==> config.mk <==
export PLATFORM = sky130hd
export DESIGN_NAME = flash_wr_seq
export DESIGN_NICKNAME = d
export VERILOG_FILES = /design/src/rtl/fseq_pkg.sv /design/src/rtl/fseq_downcnt.sv /design/src/rtl/fseq_steps.sv /design/src/rtl/fseq_toggle.sv /design/src/rtl/flash_wr_seq.sv
export SDC_FILE = /design/constraint.sdc
export NUM_CORES = 1
export LEC_CHECK = 0
export BUFFER_PORTS_ARGS = -buffer_cell sky130_fd_sc_hd__buf_4
export CAP_MARGIN = 15
export CORE_MARGIN = 5
export CORE_UTILIZATION = 48
export CTS_BUF_LIST = sky130_fd_sc_hd__clkbuf_16
export DETAILED_ROUTE_END_ITERATION = 8
export GPL_ROUTABILITY_DRIVEN = 1
export HOLD_SLACK_MARGIN = 0.02
export PLACE_DENSITY = 0.78
export SYNTH_ARGS = -nofsm -noshare
export SYNTH_HDL_FRONTEND = slang
export SYNTH_HIERARCHICAL = 1
export SYNTH_SLANG_ARGS = --single-unit
export TNS_END_PERCENT = 50
==> constraint.sdc <==
create_clock -name clk -period 3.3 [get_ports clk]
set_input_delay 0.165 -clock clk [delete_from_list [all_inputs] [get_ports clk]]
set_output_delay 0.165 -clock clk [all_outputs]
set_load 0.01 [all_outputs]
==> src/rtl/fseq_pkg.sv <==
// Shared types for the flash program/erase sequencer.
// Assumes the command addresses fit in the low 15 address bits.
package fseq_pkg;
    typedef enum logic [1:0] {
        OP_PROG = 2'd0,
        OP_CHIP = 2'd1,
        OP_SECT = 2'd2
    } fseq_op_e;

    typedef enum logic [2:0] {
        ST_IDLE,
        ST_SETUP,
        ST_WLOW,
        ST_WHIGH,
        ST_PRD,
        ST_PGAP,
        ST_FIN
    } fseq_state_e;

    localparam logic [14:0] UNLOCK_A = 15'h5555;
    localparam logic [14:0] UNLOCK_B = 15'h2AAA;
endpackage

==> src/rtl/fseq_downcnt.sv <==
// Loadable down counter that stops at zero.
// Assumes load takes priority over counting.
module fseq_downcnt #(
    parameter int unsigned W = 8
) (
    input  logic         clk,
    input  logic         rst_n,
    input  logic         load,
    input  logic [W-1:0] load_val,
    input  logic         en,
    output logic         zero
);
    logic [W-1:0] cnt_q;

    // Count down from the loaded value and hold at zero.
    always_ff @(posedge clk) begin
        if (!rst_n)
            cnt_q <= '0;
        else if (load)
            cnt_q <= load_val;
        else if (en && cnt_q != '0)
            cnt_q <= cnt_q - 1'b1;
    end

    assign zero = (cnt_q == '0);
endmodule

==> src/rtl/fseq_steps.sv <==
// Command table: maps (operation, step) to the bus address and data of
// that write cycle, and flags the final step. Assumes step < 6.
module fseq_steps
    import fseq_pkg::*;
#(
    parameter int unsigned ADDR_W = 18
) (
    input  fseq_op_e          op,
    input  logic [2:0]        step,
    input  logic [ADDR_W-1:0] tgt_addr,
    input  logic [7:0]        tgt_data,
    output logic [ADDR_W-1:0] bus_addr,
    output logic [7:0]        bus_data,
    output logic              last
);
    logic is_prog;
    logic [ADDR_W-1:0] a_unl, b_unl;

    assign is_prog = (op != OP_CHIP) && (op != OP_SECT);
    assign a_unl   = ADDR_W'(UNLOCK_A);
    assign b_unl   = ADDR_W'(UNLOCK_B);

    // Select the cycle contents for the current step.
    always_comb begin
        bus_addr = '0;
        bus_data = 8'h00;
        last     = 1'b0;
        case (step)
            3'd0: begin bus_addr = a_unl; bus_data = 8'hAA; end
            3'd1: begin bus_addr = b_unl; bus_data = 8'h55; end
            3'd2: begin bus_addr = a_unl; bus_data = is_prog ? 8'hA0 : 8'h80; end
            3'd3: begin
                if (is_prog) begin
                    bus_addr = tgt_addr; bus_data = tgt_data; last = 1'b1;
                end else begin
                    bus_addr = a_unl; bus_data = 8'hAA;
                end
            end
            3'd4: begin bus_addr = b_unl; bus_data = 8'h55; end
            3'd5: begin
                last = 1'b1;
                if (op == OP_CHIP) begin bus_addr = a_unl;    bus_data = 8'h10; end
                else               begin bus_addr = tgt_addr; bus_data = 8'h30; end
            end
            default: ;
        endcase
    end
endmodule

==> src/rtl/fseq_toggle.sv <==
// Toggle-bit settle detector: remembers the previous sampled status bit
// of the current poll and reports when a new sample equals it.
module fseq_toggle (
    input  logic clk,
    input  logic rst_n,
    input  logic clear,
    input  logic sample,
    input  logic bit_in,
    output logic settled
);
    logic have_q, prev_q;

    // Hold the last sample; forget it when a new poll starts.
    always_ff @(posedge clk) begin
        if (!rst_n || clear) begin
            have_q <= 1'b0;
            prev_q <= 1'b0;
        end else if (sample) begin
            have_q <= 1'b1;
            prev_q <= bit_in;
        end
    end

    assign settled = have_q && (prev_q == bit_in);
endmodule

==> src/rtl/flash_wr_seq.sv <==
// Host-side flash program/erase sequencer. Takes one request, plays the
// write cycles of its command, then polls status bit 6 until two reads
// agree or the timeout expires. Assumes fl_dq_in is synchronous to clk.
module flash_wr_seq
    import fseq_pkg::*;
#(
    parameter int unsigned ADDR_W     = 18,
    parameter int unsigned CLK_PS     = 4000,
    parameter int unsigned WE_LOW_NS  = 100,
    parameter int unsigned WE_HIGH_NS = 100,
    parameter int unsigned OE_ACC_NS  = 35,
    parameter int unsigned RD_GAP_NS  = 100,
    parameter int unsigned TIMEOUT_US = 250000
) (
    input  logic              clk,
    input  logic              rst_n,
    input  logic              req_valid,
    output logic              req_ready,
    input  logic [1:0]        req_op,
    input  logic [ADDR_W-1:0] req_addr,
    input  logic [7:0]        req_data,
    output logic              done,
    output logic              timeout_err,
    output logic [ADDR_W-1:0] fl_addr,
    output logic [7:0]        fl_dq_out,
    output logic              fl_dq_oe,
    input  logic [7:0]        fl_dq_in,
    output logic              fl_ce_n,
    output logic              fl_oe_n,
    output logic              fl_we_n
);
    localparam int unsigned WL_RAW  = (WE_LOW_NS  * 1000 + CLK_PS - 1) / CLK_PS;
    localparam int unsigned WH_RAW  = (WE_HIGH_NS * 1000 + CLK_PS - 1) / CLK_PS;
    localparam int unsigned RD_RAW  = (OE_ACC_NS  * 1000 + CLK_PS - 1) / CLK_PS;
    localparam int unsigned GP_RAW  = (RD_GAP_NS  * 1000 + CLK_PS - 1) / CLK_PS;
    localparam int unsigned WL_CYC  = (WL_RAW == 0) ? 1 : WL_RAW;
    localparam int unsigned WH_CYC  = (WH_RAW == 0) ? 1 : WH_RAW;
    localparam int unsigned RD_CYC  = (RD_RAW == 0) ? 1 : RD_RAW;
    localparam int unsigned GAP_CYC = (GP_RAW == 0) ? 1 : GP_RAW;
    localparam int unsigned PH_M1   = (WL_CYC > WH_CYC) ? WL_CYC : WH_CYC;
    localparam int unsigned PH_M2   = (RD_CYC > GAP_CYC) ? RD_CYC : GAP_CYC;
    localparam int unsigned PH_MAX  = (PH_M1 > PH_M2) ? PH_M1 : PH_M2;
    localparam int unsigned PH_W    = $clog2(PH_MAX + 1);
    localparam logic [63:0] TO_CYC  =
        (64'(TIMEOUT_US) * 64'd1000000 + 64'(CLK_PS) - 64'd1) / 64'(CLK_PS);
    localparam int unsigned TO_W    = $clog2(TO_CYC + 64'd1);

    fseq_state_e       st_q, st_d;
    logic [2:0]        step_q, step_d;
    fseq_op_e          op_q;
    logic [ADDR_W-1:0] addr_q;
    logic [7:0]        data_q;
    logic              err_q, err_d, latch;
    logic              ph_load, ph_zero, to_load, to_zero, polling;
    logic [PH_W-1:0]   ph_val;
    logic              tog_clear, tog_sample, settled;
    logic [ADDR_W-1:0] tab_addr;
    logic [7:0]        tab_data;
    logic              tab_last, writing;
    logic              unused_status;

    assign unused_status = ^{fl_dq_in[7], fl_dq_in[5:0]};

    fseq_steps #(.ADDR_W(ADDR_W)) u_steps (
        .op(op_q), .step(step_q), .tgt_addr(addr_q), .tgt_data(data_q),
        .bus_addr(tab_addr), .bus_data(tab_data), .last(tab_last)
    );

    fseq_downcnt #(.W(PH_W)) u_phase (
        .clk(clk), .rst_n(rst_n), .load(ph_load), .load_val(ph_val),
        .en(1'b1), .zero(ph_zero)
    );

    fseq_downcnt #(.W(TO_W)) u_tmo (
        .clk(clk), .rst_n(rst_n), .load(to_load),
        .load_val(TO_W'(TO_CYC - 64'd1)), .en(polling), .zero(to_zero)
    );

    fseq_toggle u_tog (
        .clk(clk), .rst_n(rst_n), .clear(tog_clear), .sample(tog_sample),
        .bit_in(fl_dq_in[6]), .settled(settled)
    );

    // Next-state logic: phase sequencing, step advance and poll decisions.
    always_comb begin
        st_d       = st_q;
        step_d     = step_q;
        err_d      = err_q;
        latch      = 1'b0;
        ph_load    = 1'b0;
        ph_val     = '0;
        to_load    = 1'b0;
        tog_clear  = 1'b0;
        tog_sample = 1'b0;
        case (st_q)
            ST_IDLE: if (req_valid) begin
                latch = 1'b1; step_d = '0; err_d = 1'b0;
                st_d = ST_SETUP; ph_load = 1'b1;
            end
            ST_SETUP: begin
                st_d = ST_WLOW; ph_load = 1'b1; ph_val = PH_W'(WL_CYC - 1);
            end
            ST_WLOW: if (ph_zero) begin
                st_d = ST_WHIGH; ph_load = 1'b1; ph_val = PH_W'(WH_CYC - 1);
            end
            ST_WHIGH: if (ph_zero) begin
                ph_load = 1'b1;
                if (tab_last) begin
                    st_d = ST_PRD; ph_val = PH_W'(RD_CYC - 1);
                    to_load = 1'b1; tog_clear = 1'b1;
                end else begin
                    st_d = ST_SETUP; step_d = step_q + 3'd1;
                end
            end
            ST_PRD: if (ph_zero) begin
                tog_sample = 1'b1;
                if (settled) begin
                    st_d = ST_FIN; err_d = 1'b0;
                end else if (to_zero) begin
                    st_d = ST_FIN; err_d = 1'b1;
                end else begin
                    st_d = ST_PGAP; ph_load = 1'b1; ph_val = PH_W'(GAP_CYC - 1);
                end
            end
            ST_PGAP: if (ph_zero) begin
                st_d = ST_PRD; ph_load = 1'b1; ph_val = PH_W'(RD_CYC - 1);
            end
            ST_FIN:  st_d = ST_IDLE;
            default: st_d = ST_IDLE;
        endcase
    end

    // State and request registers.
    always_ff @(posedge clk) begin
        if (!rst_n) begin
            st_q   <= ST_IDLE;
            step_q <= '0;
            op_q   <= OP_PROG;
            addr_q <= '0;
            data_q <= '0;
            err_q  <= 1'b0;
        end else begin
            st_q   <= st_d;
            step_q <= step_d;
            err_q  <= err_d;
            if (latch) begin
                op_q   <= fseq_op_e'(req_op);
                addr_q <= req_addr;
                data_q <= req_data;
            end
        end
    end

    assign writing     = (st_q == ST_SETUP) || (st_q == ST_WLOW) || (st_q == ST_WHIGH);
    assign polling     = (st_q == ST_PRD) || (st_q == ST_PGAP);
    assign req_ready   = (st_q == ST_IDLE);
    assign done        = (st_q == ST_FIN);
    assign timeout_err = (st_q == ST_FIN) && err_q;
    assign fl_ce_n     = (st_q == ST_IDLE) || (st_q == ST_FIN);
    assign fl_we_n     = (st_q != ST_WLOW);
    assign fl_oe_n     = (st_q != ST_PRD);
    assign fl_dq_oe    = writing;
    assign fl_dq_out   = writing ? tab_data : 8'h00;
    assign fl_addr     = writing ? tab_addr : (polling ? addr_q : '0);
endmodule

; After elaboration in Yosys (flattened, before gate mapping)
; Cells that the tools add are included.
[op_classes]
add_sub_neg = 3
n_eq_ne = 24
bitwise_logic = 1
n_reduce_logical = 27
mux = 53
[op_table]
columns = operator, count
row1 = $mux W18, 4
row2 = $pmux W18 S4, 1
row3 = $mux W26, 2
row4 = $pmux W8 S5, 1
row5 = $mux W5, 6
row6 = $mux W3, 9
row7 = $logic_not A26 Y1, 1
row8 = $reduce_bool A26 Y1, 1
row9 = $sub A26 B1 Y26 const B, 1
row10 = $pmux W5 S5, 1
row11 = $pmux W3 S6, 1
row12 = $mux W8, 2
row13 = $eq A3 B3 Y1 const B, 5
row14 = $mux W1, 15
row15 = $ne A2 B2 Y1 const B, 7
row16 = $eq A3 B2 Y1 const B, 4
row17 = $mux W4, 3
row18 = $mux W6, 2
row19 = $reduce_and A4 Y1, 2
row20 = $reduce_bool A2 Y1, 4
row21 = $eq A3 B1 Y1 const B, 2
row22 = $logic_not A3 Y1, 2
row23 = $ne A3 B3 Y1 const B, 2
row24 = $pmux W3 S2, 1
row25 = 18 further kinds, 29
[word_totals]
output_inout_bits = 33
reg_bits = 68
word_cells = 119
inputBits = 39

; Depth between registers and ports, before layout
[logic_depth]
word_depth = 8
mapped_depth = 13
ltp_nobuf = 11

; Cells and area by module
; Netlist, hierarchy kept.
[by_module_without_submodules]
columns = mod, area_per_inst_um2, instances, cells_per_inst, seq_area_each_um2
row1 = flash_wr_seq, 1853.0, 1, 229, 700.7
row2 = fseq_downcnt (u_tmo), 1531.5, 1, 192, 520.5
row3 = fseq_steps, 511.7, 1, 88, 0.0
row4 = fseq_downcnt (u_phase), 299.0, 1, 37, 100.1
row5 = fseq_toggle, 82.6, 1, 9, 40.0

; Worst setup path after synthesis
; No wires, ideal clock.
[synth_path]
kind = register -> register
from = register u_tmo.cnt_q[0]
to = register u_phase.cnt_q[0]
synth_period_minus_slack_ns = 2.845
required_ns = 3.178
path_stages_with_launch = 12
setup_ns = 0.122
n_path_buf = 2
t_arrival_ns = 2.724
path_slack_ns = 0.455
path_cell_list = dfxtp_1 > inv_1 > ha_1 > or4b_1 > clkbuf_1 > or4_1 > nor2_1 > nor2_1 > o21ai_0 > a222oi_1 > clkbuf_1 > o311a_1
[synth_between]
elab_chain_cells = 6
word_cells_on_any_way = 7
cone_classes = 5 x mux / 2 x reduce/logical
[synth_rtl]
columns = element, line_no
row1 = start: declaration, fseq_downcnt.sv:13  ; logic [W-1:0] cnt_q;
row2 = start signal: assignment, fseq_downcnt.sv:20  ; cnt_q <= load_val;
row3 = start signal: assignment, fseq_downcnt.sv:22  ; cnt_q <= cnt_q - 1'b1;
row4 = $logic_not A26 Y1 *, fseq_downcnt.sv:25  ; assign zero = (cnt_q == '0);
row5 = net to_zero, flash_wr_seq.sv:54  ; logic ph_load, ph_zero, to_load, to_zero, polling;
row6 = $mux W1 *, flash_wr_seq.sv:119  ; end else if (to_zero) begin
row7 = $mux W1 *, flash_wr_seq.sv:117  ; if (settled) begin
row8 = $mux W1 *, flash_wr_seq.sv:115  ; ST_PRD: if (ph_zero) begin
row9 = $pmux W1 S4 *, flash_wr_seq.sv:95  ; case (st_q)
row10 = net ph_load, flash_wr_seq.sv:54
row11 = $mux W5 or $reduce_bool A2 Y1 (tied branches), -
row12 = end signal: assignment, fseq_downcnt.sv:20
row13 = end signal: assignment, fseq_downcnt.sv:22
row14 = end: declaration, fseq_downcnt.sv:13
; The timed path passes the listed nets; every way through them passes the cells marked *.
; A chain may end at the register's enable or synchronous reset.

; Final worst setup path
; Ends and elaborated chain as after synthesis.

==> results.cfg <==
[yosys]
syn_inst = 555
syn_area_per_cell_um2 = 7.71
yosys-top-cells-area = dfxtp_1, o21ai_0, nand2_1
synth_ff_type = dfxtp_1
yosysWarnings = 6
yosysSeqAreaShare_pct = 31.8
synth_top_area_share_pct = 31.8
synthTopCellsByCount = dfxtp_1, nand2_1, o21ai_0
synthArstFlopShare_pct = 0
synth_cell_type_count = 70
yosysTopAreaCell = dfxtp_1
syn_area_um2 = 4280
synth_seq_cells = 68
synth_edf_count = 0

[critical_path]
ff2ff_setup_slack_ns = 0.26
critPathLaunchType = register
crit_top_cell = nor2_1
slowest_stage = or4b_1
r2r-end = u_phase/cnt_q[0]
cp-startpoint = u_tmo/cnt_q[0]
cp_num_buf_inv = 2
cp_cell_sequence = inv_1, ha_1, or4b_1, or4_1, nor2_1, nor2_1, o21ai_0, a222oi_1, buf_4, o311a_1
r2r_cells = 10
crit_arrival_ns = 3.25
required_ns = 3.51
cp_top_family = simple AND/OR/NAND/NOR gates
cp_max_fo = 8
critPathKind = register to register
r2r_start = u_tmo/cnt_q[0]
critPathMaxStageDelay_ns = 0.59
cp-end-kind = register

[timing]
fmax_mhz = 329
tns_ns = 0
rsz0062_at_grt = false
tightestPinTransition_ns = 1.02
max_slew_margin_pct = 32.1
setup_viol = 0
fin_ws_ns = 0.262
min_period_ns = 3.04
final_min_period_over_clock_period_pct = 92.1
report.final.slew_viol_count = 0
hold_ws_ns = 0.0828
final_hold_viol_count = 0
skew_ns = 0.00551

[die]
die_h_um = 104
start_util_pct = 49.1
coreArea_um2 = 8720
dieArea_um2 = 10900
io_pins = 72
rows = 34
chipWidth_um = 104

[min_path]
worstHoldPathCells = 3
min_from = req_addr[1]
hold_path_end = addr_q[1]
hold_path.class = primary input to register

[power_and_ir_drop]
p_total_mw = 2.77
leakage_nw = 2.12
vdd_drop_max_v = 0.000357
p_per_area_nw_per_um2 = 536

[global_route]
use_met3_pct = 6.02
grt.met2_usage_pct = 33.3
grt_pass1_wl_mm = 18.5
grt_util_all_layers_pct = 19.5
grt_max_degree = 71
grt-busiest-layer = met2
grt_overflow = 0
antenna_found_initial = 0
first_global_vias = 4129
grt_util_met1_pct = 23.3

[cells_and_area]
final_area_um2 = 5170
syn2layout_area_growth_pct = 20.9
drive_gt1_share_pct = 16.5
fin_nets = 674
finish.utilization_pct = 59.3
fin_cells = 744
diodes = 0

[run_status]
status = complete, no violations

[drt]
wl_per_cell_um = 14.7
antenna_left = 0
first_pass_iters = 5
drc_errors = 0
vias_per_cell = 5.79
drt_iter0_drc = 232
totalWireLength_mm = 10.9
vias = 4311

[place]
dpl-instance-area_um2 = 4870
io_buffers = 64
hpwl_mm = 7.44
dp_cells = 725
routabilityCongestion = 0.804
dp_slack_ns = 0.191

[cts]
clockBufferDepth = 2
clkTransAtPathRegs_ns = 0.06
cts_tree = built
clk_latency_ns = 0.32
numCtsBuffers = 9
htree_levels = 3
cts_sinks = 68
root_buffer = clkbuf_16

[run]
drv_cap = 0
-- registers in the layout, indices dropped and copies added, names as in the netlist, 2 cells and up --
| register | flops |
|---|---|
| st_q | 3 |
| addr_q | 18 |
| step_q | 3 |
| u_phase/cnt_q | 5 |
| data_q | 8 |
| op_q | 2 |
| u_tmo/cnt_q | 26 |
-- layout make-up --
type                       count  area [um2]
multi-input combinational    457        2750
tap                          108         135
sequential                    68        1360
clock buffer                   9         225
fill                         799        3550
clock inverter                 7        36.3
inverter                      19        72.6
timing repair buffer          76         591
-- routing by layer --
metal / vias up / wire (um)
met2: 138 / 5320
li1: 2145 / -
met1: 2010 / 4730
met3: 18 / 760
met5: - / 0
met4: 0 / 131
-- power breakdown --
group	switching, mW	total, mW	internal, mW
registers	0.0850	0.981	0.896
clock network	0.344	0.841	0.497
logic	0.528	0.949	0.421
-- worst reg2reg max path: cells and delay by family, from the launching register on --
kind                     cells  cell delay [ns]
AO/OA/AOI/OAI                3             0.68
adder cells (fa/ha/maj)      1             0.18
buffers and inverters        2             0.31
flip-flops                   1             0.33
AND/OR/NAND/NOR              4             1.44
-- how the worst max path moves through the flow --
| stage | end | slack, ns | cells after the start |
|---|---|---|---|
| final | u_phase/cnt_q[0] | 0.26 | 10 |
| after global routing | u_phase/cnt_q[0] | 0.03 | 10 |
| after CTS | u_phase/cnt_q[4] | 0.17 | 11 |
| after detailed placement | u_phase/cnt_q[4] | 0.19 | 11 |
| after global placement | u_phase/cnt_q[4] | 0.38 | 11 |
| after floorplan | u_phase/cnt_q[0] | 0.45 | 11 |
-- placed cells by master (no fill, tap or decap), types with 11 or more instances in the layout --
cell type	n
buf_4	75
nand2_1	68
dfxtp_1	68
o21ai_0	52
conb_1	34
a21oi_1	32
nor2_1	21
inv_1	20
a21boi_1	20
a22o_1	18
nand2b_1	14
and2_1	14
a21boi_0	14
nor3_1	11
or3_1	11
-- timing repair --
| item | in CTS | in global routing |
|---|---|---|
| resized for setup | 0 | 0 |
| hold buffers | 0 | 0 |
| setup endpoints to repair | 0 | 4 |
| setup buffers | 0 | 2 |
| hold endpoints to repair | 0 | 0 |
-- cells by family (layout without fill, tap and decap cells) --
| group | Yosys count | after routing | share of synthesized area [%] |
|---|---|---|---|
| simple gates | 209 | 209 | 26.6 |
| compound gates | 197 | 197 | 30.9 |
| flops | 68 | 68 | 31.8 |
| buf+inv | 62 | 111 | 6.64 |
| xor+xnor | 10 | 10 | 2.05 |
| fa+ha+maj | 4 | 4 | 1.17 |
| mux | 3 | 3 | 0.702 |
| other cells | 2 | 34 | 0.176 |
No activity file was read; power rests on OpenSTA's default activity.
